===== src/rtl/color_mapper.sv =====
module color_mapper #(
  parameter int VPN_W    = 20,
  parameter int PPN_W    = 23,
  parameter int LINE_W   = 7,
  parameter int REGION_W = 8,
  parameter int COLOR_W  = 5,
  parameter int TLB_N    = 8,
  localparam int SET_W   = COLOR_W + LINE_W,
  localparam int REGIONS = 1 << REGION_W,
  localparam int IDX_W   = $clog2(TLB_N)
) (
  input  logic                clk,
  input  logic                rst_n,
  input  logic                req_valid,
  input  logic                req_fill,
  input  logic [VPN_W-1:0]    req_vpn,
  input  logic [PPN_W-1:0]    req_ppn,
  input  logic [LINE_W-1:0]   req_line,
  input  logic                wr_en,
  input  logic [REGION_W-1:0] wr_region,
  input  logic [COLOR_W-1:0]  wr_color,
  output logic                out_valid,
  output logic                out_miss,
  output logic [SET_W-1:0]    out_set,
  output logic [PPN_W-1:0]    out_tag,
  output logic [COLOR_W-1:0]  out_color
);

  logic [COLOR_W-1:0] region_color [REGIONS];
  logic [TLB_N-1:0]   t_valid;
  logic [VPN_W-1:0]   t_vpn [TLB_N];
  logic [PPN_W-1:0]   t_ppn [TLB_N];
  logic [COLOR_W-1:0] t_col [TLB_N];
  logic [IDX_W-1:0]   ptr;

  logic               hit;
  logic [IDX_W-1:0]   hit_idx;
  logic [IDX_W-1:0]   fill_idx;
  logic [COLOR_W-1:0] fill_color;
  logic               do_fill;
  logic               fill_killed;

  always_comb begin
    hit = 1'b0;
    hit_idx = '0;
    for (int i = 0; i < TLB_N; i++) begin
      if (!hit && t_valid[i] && t_vpn[i] == req_vpn) begin
        hit = 1'b1;
        hit_idx = IDX_W'(i);
      end
    end
  end

  assign do_fill     = req_valid && req_fill;
  assign fill_color  = region_color[req_ppn[REGION_W-1:0]];
  assign fill_idx    = hit ? hit_idx : ptr;
  assign fill_killed = wr_en && req_ppn[REGION_W-1:0] == wr_region;

  always_ff @(posedge clk) begin
    if (!rst_n) begin
      for (int r = 0; r < REGIONS; r++) region_color[r] <= '0;
    end else if (wr_en) begin
      region_color[wr_region] <= wr_color;
    end
  end

  always_ff @(posedge clk) begin
    if (!rst_n) begin
      t_valid <= '0;
      ptr <= '0;
    end else begin
      for (int i = 0; i < TLB_N; i++) begin
        if (do_fill && fill_idx == IDX_W'(i)) begin
          t_valid[i] <= !fill_killed;
          t_vpn[i]   <= req_vpn;
          t_ppn[i]   <= req_ppn;
          t_col[i]   <= fill_color;
        end else if (wr_en && t_ppn[i][REGION_W-1:0] == wr_region) begin
          t_valid[i] <= 1'b0;
        end
      end
      if (do_fill && !hit)
        ptr <= (ptr == IDX_W'(TLB_N - 1)) ? '0 : ptr + IDX_W'(1);
    end
  end

  always_ff @(posedge clk) begin
    if (!rst_n) begin
      out_valid <= 1'b0;
      out_miss  <= 1'b0;
      out_set   <= '0;
      out_tag   <= '0;
      out_color <= '0;
    end else begin
      out_valid <= req_valid;
      if (do_fill) begin
        out_miss  <= 1'b0;
        out_tag   <= req_ppn;
        out_color <= fill_color;
        out_set   <= {fill_color, req_line};
      end else if (req_valid && hit) begin
        out_miss  <= 1'b0;
        out_tag   <= t_ppn[hit_idx];
        out_color <= t_col[hit_idx];
        out_set   <= {t_col[hit_idx], req_line};
      end else begin
        out_miss  <= req_valid;
        out_tag   <= '0;
        out_color <= '0;
        out_set   <= '0;
      end
    end
  end

endmodule


===== config.mk =====
export PLATFORM = sky130hd
export DESIGN_NAME = color_mapper
export DESIGN_NICKNAME = d
export VERILOG_FILES = /design/src/rtl/color_mapper.sv
export SDC_FILE = /design/constraint.sdc
export NUM_CORES = 2
export LEC_CHECK = 0
export ABC_CLOCK_PERIOD_IN_PS = 7100
export BUFFER_PORTS_ARGS = -buffer_cell sky130_fd_sc_hd__buf_2
export CORE_MARGIN = 2
export CORE_UTILIZATION = 50
export CTS_BUF_LIST = sky130_fd_sc_hd__clkbuf_4
export DETAILED_ROUTE_END_ITERATION = 7
export PLACE_DENSITY = 0.69
export SLEW_MARGIN = 10
export SYNTH_ARGS = -nofsm -noshare
export SYNTH_HDL_FRONTEND = slang
export SYNTH_SLANG_ARGS = --single-unit

===== constraint.sdc =====
create_clock -name clk -period 7.1 [get_ports clk]
set_input_delay 1.42 -clock clk [delete_from_list [all_inputs] [get_ports clk]]
set_output_delay 1.42 -clock clk [all_outputs]
set_load 0.01 [all_outputs]

==> impl_metrics.yaml <==
timing:
  period_minus_slack_ps: 4510
  slew_headroom_pct: 19.9
  rsz0062_at_grt: "false"
  worstMarginPinSlew_ps: 1200
  tns_ps: 0
  fmax_mhz: 222
  finalHoldViolations: 0
  slew_violations: 0
  worst_clock_skew_ps: 130
  setup_viol_count_final: 0
  holdWs_ps: 291
  post-route-period-util_pct: 63.5
global_route:
  grt_pass1_vias: 46700
  grt_max_degree: 185
  antenna_found_initial: 3
  grt_pass1_wl_mm: 289
  gr-usage-all-layers_pct: 23.9
  grt-ovfl-total: 0
worst_setup_path:
  critPathMaxStageDelay_ps: 620
  path_class: "in -> reg"
  cp-end-kind: "flip-flop"
  r2r-end: "t_vpn[1][27]"
  path_delay_family: "simple AND/OR/NAND/NOR gates"
  crit_cells: 11
  cp.buffers_inverters: 2
  crit_top_cell: "nand4_1"
  cp_max_fo: 52
  arrival_ps: 5510
  cp_slowest_cell: "and2_2"
  path_cells: "buf_2, xnor2_1, nand4_1, nor4_1, nand4_1, and2_2, o21a_1, o21ai_1, nand2_1, nor2_4, buf_4"
  required_ps: 8090
  crit_path_start_kind: "primary input"
  regToRegSetupSlack_ps: 2610
  reg2reg_depth: 10
  reg2reg_from: "t_vpn[1][1]"
drt:
  wl_met1_mm: 78.3
  wl_met2_mm: 91.3
  avgViaCountPerCell: 6.04
  drt-initial-drc-count: 5228
  drt_first_pass_iters: 5
  drtAntennaViolNets: 0
  top_layer_used: "met4"
  routed_wl_mm: 191
  wl_met3_mm: 16.5
  routedWlPerCell_um: 24.5
  vias: 47000
  drt_drc_violations_left: 0
synth:
  yosysUniqueCellTypes: 55
  synth_seq_area_share_pct: 65.0
  async_flop_share_pct: 0
  ys.flop_type: "edfxtp_1"
  synth_top_area_cell: "edfxtp_1"
  ys_top_cells_by_area: "edfxtp_1, mux4_2, and3_1"
  synth_cells: 5368
  synth_seq_cells: 1712
  syn_nets: 5438
  synth_area_per_cell_um2: 14.6
  synth_top_area_share_pct: 63.8
  synth_edf_count: 1664
  synth_warnings: 0
  syn_area_mm2: 0.0783
floorplanning:
  die_x_um: 400
  initial_core_util_pct: 50.2
  core_area_mm2: 0.156
  die_h_um: 400
  dieArea_mm2: 0.160
  ios: 110
  num_rows: 145
pwr:
  p_leak_uw: 0.0334
  ir_drop_v: 0.000170
  p_per_area_mw_per_mm2: 249
clock_network:
  numCtsBuffers: 450
  max-clock-path-buffers: 4
  cts-hold-fix-buffers: 0
  cts.sinks: 1712
  clk_latency_ps: 1370
  clk_pin_slew_ps: 70
  cts_max_level: 5
  cts_resized: 0
  root_buffer: "clkbuf_4"
  cts_tree: "built"
  postCtsSetupBuffers: 0
cells_and_area:
  nFillCells: 12300
  layout_commonest_cell: "edfxtp_1"
  final_cell_mix: "edfxtp_1, and3_1, clkbuf_4, nand2_1, mux4_2"
  final_layout_size_suffix_gt1_share_pct: 23.4
  fin_nets: 5464
  area_growth_syn_to_layout_pct: 9.43
worst_hold_path:
  worstHoldStart: "req_fill"
  hold_class: "in -> reg"
  min_to: "out_miss"
  hold_depth: 2
place:
  gp_congestion: 0.910
  port_buffers: 109
  dp_hpwl_mm: 112
run_status:
  status: "finished clean"
flow_run:
  maxCapViolCount: 0
[cell families after synthesis]
kind of cell	count (synthesis)	synth area share, %
xor gates and xnor gates	232	2.59
muxes	466	12.4
DFF	1712	65.0
adders and majority gates	2	0.0319
AOI/OAI and AO/OA	269	2.17
buffers and inverters	629	3.28
and+or+nand+nor	2058	14.5
[cells in the mapped netlist, drive strengths merged (6+ instances only)]
cell	instances
edfxtp	1664
and3	1090
clkbuf	524
nand2	494
mux4	400
and2	204
xor2	121
xnor2	111
nor2	109
buf	103
o21ai	96
mux2i	61
dfxtp	48
a21oi	44
nand4	35
a22oi	32
nor4	31
nand3	24
a211o	23
nand3b	23
nor3	23
o22ai	23
a21boi	8
nand2b	8
o21bai	7
nor2b	6
or4	6
[sequential cells by signal, indices dropped and copies added, names as in the netlist]
name	cells
out_miss	1
out_set	12
out_tag	23
out_valid	1
ptr	3
region_color	1280
t_col	40
t_ppn	184
t_valid	8
t_vpn	160
[area by class of cell]
type	count	area (um^2)	share of cell area (%)
multi-input combinational	3027	25100	29.3
tap	2058	2570	3.00
antenna	13	32.5	0.0380
timing repair buffer	201	1590	1.86
inverter	2	7.51	0.00876
clock buffer	656	4920	5.75
clock inverter	108	528	0.616
sequential	1712	50900	59.4
[metal layers]
metal	vias up	global-route usage (%)
met4	0	7.48
li1	20700	-
met3	324	5.05
met2	2170	37.9
met1	23700	33.3
met5	-	0
[how the worst max path moves through the flow]
stage	startpoint	end	slack, ps
after floorplan	req_vpn[13]	t_col[4][0]	1190
after global placement	req_vpn[1]	t_vpn[1][20]	1420
after detailed placement	req_vpn[1]	t_vpn[1][20]	1260
after CTS	t_vpn[1][1]	t_vpn[1][28]	2580
after global routing	t_vpn[1][1]	t_vpn[1][27]	2300
final	req_vpn[6]	t_vpn[1][27]	2590
[worst reg2reg max path: stages (launching register included)]
cell	delay (ps)
edfxtp_1	380
xnor2_1	210
nand4_1	160
nor4_1	440
nand4_1	380
and2_2	620
o21a_1	250
o21ai_1	430
nand2_1	360
nor2_4	480
buf_4	410
[power breakdown]
group | total (uW) | switching, uW | internal, uW | leakage [uW]
combinational | 1460 | 911 | 546 | 0.0141
clock | 8320 | 3980 | 4340 | 0.00328
sequential | 11600 | 125 | 11500 | 0.0160
total | 21400 | 5020 | 16300 | 0.0334
[through the flow]
step	total power [uW]	cell area, um^2	setup WS [ps]	utilization, %	instances
detailed placement	13300	80200	1260	51.5	7000
CTS	21500	85700	2580	55.0	7764
floorplan	12700	78300	1190	-	5368
global placement	13200	80200	1420	51.5	7000
finish	21400	85700	2590	55.0	7777
global route	22200	85700	2300	55.0	7773
Note: power is estimated with default switching activity, not from simulation.
